==> src/rtl/iso_seq_pkg.sv <==
// Shared types for the isolated supply phase sequencer.
package iso_seq_pkg;
    typedef enum logic [1:0] {
        PH_IDLE  = 2'd0,
        PH_PRE   = 2'd1,
        PH_COMP  = 2'd2,
        PH_SHARE = 2'd3
    } phase_t;
endpackage

==> src/rtl/iso_sync2.sv <==
// Two-flop synchronizer for a single asynchronous level.
// Assumes the input is held long enough to be seen at the destination clock.
module iso_sync2 (
    input  logic clk,
    input  logic rst_n,
    input  logic d_async,
    output logic q_sync
);
    logic meta_q;
    logic sync_q;

    // Two-stage capture; both stages clear on reset.
    always_ff @(posedge clk) begin
        if (!rst_n) begin
            meta_q <= 1'b0;
            sync_q <= 1'b0;
        end else begin
            meta_q <= d_async;
            sync_q <= meta_q;
        end
    end

    assign q_sync = sync_q;
endmodule

==> src/rtl/iso_boost_ctl.sv <==
// Boost stage sequencer: fires stages one at a time on a synchronized trip,
// enforces a hold-off after each firing and raises a sticky undervoltage flag
// when a trip arrives with every stage already spent.
// Assumes 'active' is high only during compute; all progress clears outside it.
module iso_boost_ctl #(
    parameter int N_BOOST = 2,
    parameter int CNT_W   = 8
) (
    input  logic               clk,
    input  logic               rst_n,
    input  logic               active,
    input  logic               trip,
    input  logic [CNT_W-1:0]   hold_len,
    output logic [N_BOOST-1:0] boost_en,
    output logic               uv_err
);
    localparam int IDX_W = $clog2(N_BOOST + 1);
    localparam logic [IDX_W-1:0] LAST_IDX = IDX_W'(N_BOOST);

    logic [IDX_W-1:0]   idx_q;
    logic [CNT_W-1:0]   hold_q;
    logic [N_BOOST-1:0] fire_q;
    logic               uv_q;
    logic               ready;
    logic               fire;
    logic               exhaust;

    assign ready   = active && trip && (hold_q == '0);
    assign fire    = ready && (idx_q < LAST_IDX);
    assign exhaust = ready && (idx_q == LAST_IDX);

    // Stage index and hold-off window; cleared whenever compute is not active.
    always_ff @(posedge clk) begin
        if (!rst_n || !active) begin
            idx_q  <= '0;
            hold_q <= '0;
        end else if (fire) begin
            idx_q  <= idx_q + 1'b1;
            hold_q <= hold_len;
        end else if (hold_q != '0) begin
            hold_q <= hold_q - 1'b1;
        end
    end

    // One registered firing pulse per stage.
    for (genvar gi = 0; gi < N_BOOST; gi++) begin : g_stage
        always_ff @(posedge clk) begin
            if (!rst_n) fire_q[gi] <= 1'b0;
            else        fire_q[gi] <= fire && (idx_q == IDX_W'(gi));
        end
    end

    // Sticky undervoltage flag, cleared only by reset.
    always_ff @(posedge clk) begin
        if (!rst_n)       uv_q <= 1'b0;
        else if (exhaust) uv_q <= 1'b1;
    end

    assign boost_en = fire_q;
    assign uv_err   = uv_q;
endmodule

==> src/rtl/iso_phase_seq.sv <==
// Isolated supply phase sequencer top.
// Runs idle -> precharge -> compute -> charge share -> idle for each operation.
// Assumes core_busy rises only after core_clk_en is granted, and that all
// outputs drive switch/gate controls directly from the registered phase.
module iso_phase_seq
    import iso_seq_pkg::*;
#(
    parameter int N_BOOST = 2,
    parameter int CNT_W   = 8
) (
    input  logic               clk,
    input  logic               rst_n,
    input  logic               key_rdy,
    input  logic               data_rdy,
    input  logic               core_busy,
    input  logic               rail_low_raw,
    input  logic [CNT_W-1:0]   pre_len,
    input  logic [CNT_W-1:0]   cs_len,
    input  logic [CNT_W-1:0]   hold_len,
    output logic               hdr_ftr_on,
    output logic [N_BOOST-1:0] boost_en,
    output logic               share_on,
    output logic               core_clk_en,
    output logic               done,
    output logic               uv_err
);
    localparam logic [CNT_W-1:0] ONE = CNT_W'(1);

    phase_t           ph_q;
    phase_t           ph_d;
    logic [CNT_W-1:0] cnt_q;
    logic             key_q;
    logic             data_q;
    logic             busy_q;
    logic             done_q;
    logic             rail_low_s;
    logic             start;
    logic             uv_w;

    assign start = (ph_q == PH_IDLE) && !uv_w
                 && (key_q || key_rdy) && (data_q || data_rdy);

    // Synchronize the comparator flag into this clock domain.
    iso_sync2 u_sync (
        .clk     (clk),
        .rst_n   (rst_n),
        .d_async (rail_low_raw),
        .q_sync  (rail_low_s)
    );

    // Boost stage firing, hold-off and undervoltage detection.
    iso_boost_ctl #(
        .N_BOOST (N_BOOST),
        .CNT_W   (CNT_W)
    ) u_boost (
        .clk      (clk),
        .rst_n    (rst_n),
        .active   (ph_q == PH_COMP),
        .trip     (rail_low_s),
        .hold_len (hold_len),
        .boost_en (boost_en),
        .uv_err   (uv_w)
    );

    // Remember each ready strobe separately until an operation starts.
    always_ff @(posedge clk) begin
        if (!rst_n) begin
            key_q  <= 1'b0;
            data_q <= 1'b0;
        end else begin
            key_q  <= (key_q  || key_rdy)  && !start;
            data_q <= (data_q || data_rdy) && !start;
        end
    end

    // Next-phase decision.
    always_comb begin
        ph_d = ph_q;
        unique case (ph_q)
            PH_IDLE:  if (start)                           ph_d = PH_PRE;
            PH_PRE:   if (cnt_q <= ONE)                    ph_d = PH_COMP;
            PH_COMP:  if (uv_w || (busy_q && !core_busy))  ph_d = PH_SHARE;
            PH_SHARE: if (cnt_q <= ONE)                    ph_d = PH_IDLE;
            default:                                       ph_d = PH_IDLE;
        endcase
    end

    // Phase register.
    always_ff @(posedge clk) begin
        if (!rst_n) ph_q <= PH_IDLE;
        else        ph_q <= ph_d;
    end

    // Phase duration counter, loaded on entry to precharge and charge share.
    always_ff @(posedge clk) begin
        if (!rst_n)                                     cnt_q <= '0;
        else if (start)                                 cnt_q <= pre_len;
        else if (ph_q == PH_COMP && ph_d == PH_SHARE)   cnt_q <= cs_len;
        else if (cnt_q != '0)                           cnt_q <= cnt_q - 1'b1;
    end

    // Busy history, valid only inside compute so a stale level cannot end it.
    always_ff @(posedge clk) begin
        if (!rst_n) busy_q <= 1'b0;
        else        busy_q <= (ph_q == PH_COMP) && core_busy;
    end

    // One-cycle completion pulse after the last charge-share cycle.
    always_ff @(posedge clk) begin
        if (!rst_n) done_q <= 1'b0;
        else        done_q <= (ph_q == PH_SHARE) && (ph_d == PH_IDLE);
    end

    assign hdr_ftr_on  = (ph_q == PH_PRE);
    assign share_on    = (ph_q == PH_SHARE);
    assign core_clk_en = (ph_q == PH_COMP) && !uv_w;
    assign done        = done_q;
    assign uv_err      = uv_w;
endmodule

==> config.mk <==
export PLATFORM = sky130hd
export DESIGN_NAME = iso_phase_seq
export DESIGN_NICKNAME = d
export VERILOG_FILES = /design/src/rtl/iso_seq_pkg.sv /design/src/rtl/iso_sync2.sv /design/src/rtl/iso_boost_ctl.sv /design/src/rtl/iso_phase_seq.sv
export SDC_FILE = /design/constraint.sdc
export NUM_CORES = 1
export LEC_CHECK = 0
export BUFFER_PORTS_ARGS = -buffer_cell sky130_fd_sc_hd__buf_2
export CORE_MARGIN = 5
export CORE_UTILIZATION = 56
export CTS_CLUSTER_SIZE = 8
export DETAILED_ROUTE_END_ITERATION = 6
export PLACE_DENSITY = 0.89
export SETUP_SLACK_MARGIN = 0.02
export SLEW_MARGIN = 40
export SYNTH_ARGS = -nofsm -noshare
export SYNTH_HDL_FRONTEND = slang
export SYNTH_HIERARCHICAL = 1
export SYNTH_SLANG_ARGS = --single-unit
==> constraint.sdc <==
create_clock -name clk -period 4.4 [get_ports clk]
set_clock_uncertainty 0.1 [all_clocks]
set_input_delay 0.66 -clock clk [delete_from_list [all_inputs] [get_ports clk]]
set_output_delay 0.66 -clock clk [all_outputs]
set_load 0.005 [all_outputs]
==> impl_metrics.yaml <==
outcome:
  run_status: "finished, final reports clean"
floorplanning:
  io_pins: 37
  die_w_um: 62.5
  start_util: 0.570
  core_um2: 2710
  fp-row-count: 19
  fp.dieH_um: 62.5
  die-area_um2: 3910
setup_path:
  crit_arrival_ps: 1350
  crit_path_top_delay_cell: "dfxtp_1"
  crit_path_end_kind: "primary output"
  path_class: "flop to primary output"
  crit_buf_inv: 1
  crit_family: "simple AND/OR/NAND/NOR gates"
  crit_chain: "and2b_2 -> nor2b_1 -> buf_2"
  critPathMaxFanout: 10
  critPathLaunchType: "flop"
  critPathMaxStageDelay_ps: 430
  critPathRequiredTime_ps: 3640
power_and_ir_drop:
  p_int_uw: 553
  p_sw_frac: 0.350
  powerDensity_nw_per_um2: 474
  pwr-share-comb: 0.381
  power_frac_seq: 0.404
  power.share.clock: 0.215
  ir_worst_vdd_v: 0.000514
  power_switching_uw: 297
  p_leak_nw: 0.766
  p_total_uw: 850
grt:
  antenna_found_initial: 0
  grt_use_total: 0.171
  grt_pass1_vias: 1314
  grt_pass1_wl_mm: 5.52
  grt_max_degree: 15
  gr-total-overflow: 0
yosys:
  netlist_area_um2: 1540
  synth_top_area_share: 0.376
  synth_area_leaders: "dfxtp_1 (38%), ha_1 (5.7%), xnor2_1 (4.0%), nand2_1 (3.9%), a21oi_1 (3.6%)"
  async_reset_ff_frac: 0
  synth.avg_cell_area_um2: 9.03
  yosysMostFrequentCell: "dfxtp_1"
  synth-seq-cells: 29
  yosysSeqAreaShare: 0.376
  postSynthCellCount: 171
  yosys_warnings: 6
  syn_nets: 208
  yosysTopAreaCell: "dfxtp_1"
  synth-edff-count: 0
  synthDistinctLibCells: 45
  synth_flop_cell: "dfxtp_1"
  yosys-top-cells-count: "dfxtp_1 (29), nand2_1 (16), a21oi_1 (11)"
timing:
  grt_setup_unrepaired: "false"
  hold_viol: 0
  relSlewSlack: 0.676
  fin_tns_setup_ps: 0
  max_freq_mhz: 475
  period_minus_slack_ps: 2110
  period_share: 0.479
  setup_violations: 0
  slew_viol_final: 0
  tightest_slew_ps: 481
layout:
  antenna_cells: 0
  fill_cells: 230
  area_growth_syn_to_layout_pct: 16.2
  nets: 246
  final_util: 0.662
  drive_above_1_share: 0.281
route:
  drt-initial-drc-count: 79
  drc: 0
  routed_via_density: 5.54
  wl_per_cell_um: 13.1
  wl_mm: 3.16
  firstDrtPassIters: 4
  final_antenna_net_count: 0
  vias: 1334
placement:
  gp_congestion: 0.835
  dp_hpwl_mm: 2.46
  io_buffer_count: 36
clock_tree:
  insertion_delay_ps: 320
  cts_made_buffers: 5
  cts.sinks: 29
  cts_tree: "done"
  cts_resized: 0
  cts-root-buf: "clkbuf_4"
  path_clk_slew_ps: 90
  cts_hold_buf: 0
  post-cts-setup-buffers: 0
  htree_levels: 2
  cts.path.max_buffers: 2
hold_path:
  hold_class: "flop to flop"
job:
  drv_cap: 0
[cell usage in the layout, fill, tap and decap left out, types with 3 or more instances in the layout]
master     instances
o21ai_0            9
clkbuf_4           5
and2_1             5
nand3_1            6
inv_1              7
nor2b_1            3
o2bb2ai_1          4
a211oi_1           7
xor2_1             4
a21oi_1           11
o21a_1             3
ha_1               7
nand2_1           16
xnor2_1            7
dfxtp_1           29
nor2_1             9
buf_2             36
o211ai_1           4
nor3_1             6
[layout make-up]
| cell class | count | area [um^2] | area share |
|---|---|---|---|
| tap | 31 | 38.8 | 0.0216 |
| inverter | 7 | 26.3 | 0.0146 |
| clock buffer | 7 | 65.1 | 0.0363 |
| sequential | 29 | 581 | 0.324 |
| multi-input combinational | 130 | 898 | 0.501 |
| clock inverter | 1 | 5.00 | 0.00279 |
| timing repair buffer | 36 | 180 | 0.100 |
[metrics by stage]
stage / cells / instance area (um^2) / hold slack (ps) / worst slack, ps
2_1_floorplan: 171 / 1540 / 312 / 2540
5_1_grt: 241 / 1790 / 351 / 2220
6_report: 241 / 1790 / 338 / 2290
3_5_place_dp: 233 / 1720 / 320 / 2240
4_1_cts: 241 / 1790 / 341 / 2280
3_3_place_gp: 233 / 1720 / 315 / 2310
[worst paths after layout]
check	start	to	depth (start not counted)	slack, ps
hold / removal	u_sync/meta_q	u_sync/q_sync	1	340
hold reg to reg	u_sync/meta_q	u_sync/q_sync	1	340
setup reg to reg	u_boost/hold_q[2]	u_boost/hold_q[2]	4	2440
setup / recovery	ph_q[0]	core_clk_en	3	2290
[flip-flops by register name (all words and copies together), names as in the netlist]
register,flops
u_boost/hold_q,8
data_q,1
u_boost/boost_en,2
done,1
u_boost/uv_err,1
busy_q,1
key_q,1
u_sync/q_sync,1
ph_q,2
u_boost/idx_q,2
cnt_q,8
u_sync/meta_q,1
[worst register-to-register path, cell delays in order (launching register included)]
cell	delay, ps
dfxtp_1	350
or3_4	430
or4_4	550
nor3_4	300
o2bb2ai_1	160
[metal layers]
| metal | GRT usage | routed length, um | up-vias |
|---|---|---|---|
| met5 | 0 | 0 | - |
| met4 | 0.0716 | 66 | 0 |
| met2 | 0.303 | 1610 | 34 |
| li1 | - | - | 688 |
| met3 | 0.0450 | 190 | 7 |
| met1 | 0.191 | 1290 | 605 |
[cell families after synthesis]
group	share of synthesized area
and+or+nand+nor	0.266
AOI/OAI and AO/OA	0.186
DFF	0.376
buffers and inverters	0.0462
xor gates and xnor gates	0.0624
adders and majority gates	0.0567
muxes	0.00648
[power groups by stage]
stage	Sequential (mW)	Combinational [mW]	Clock, mW
after floorplan	0.339	0.264	0
after global placement	0.348	0.311	0
after detailed placement	0.350	0.321	0
after CTS	0.344	0.325	0.190
after global routing	0.348	0.368	0.201
final	0.343	0.324	0.183
Power figures use the tool's default switching activity.
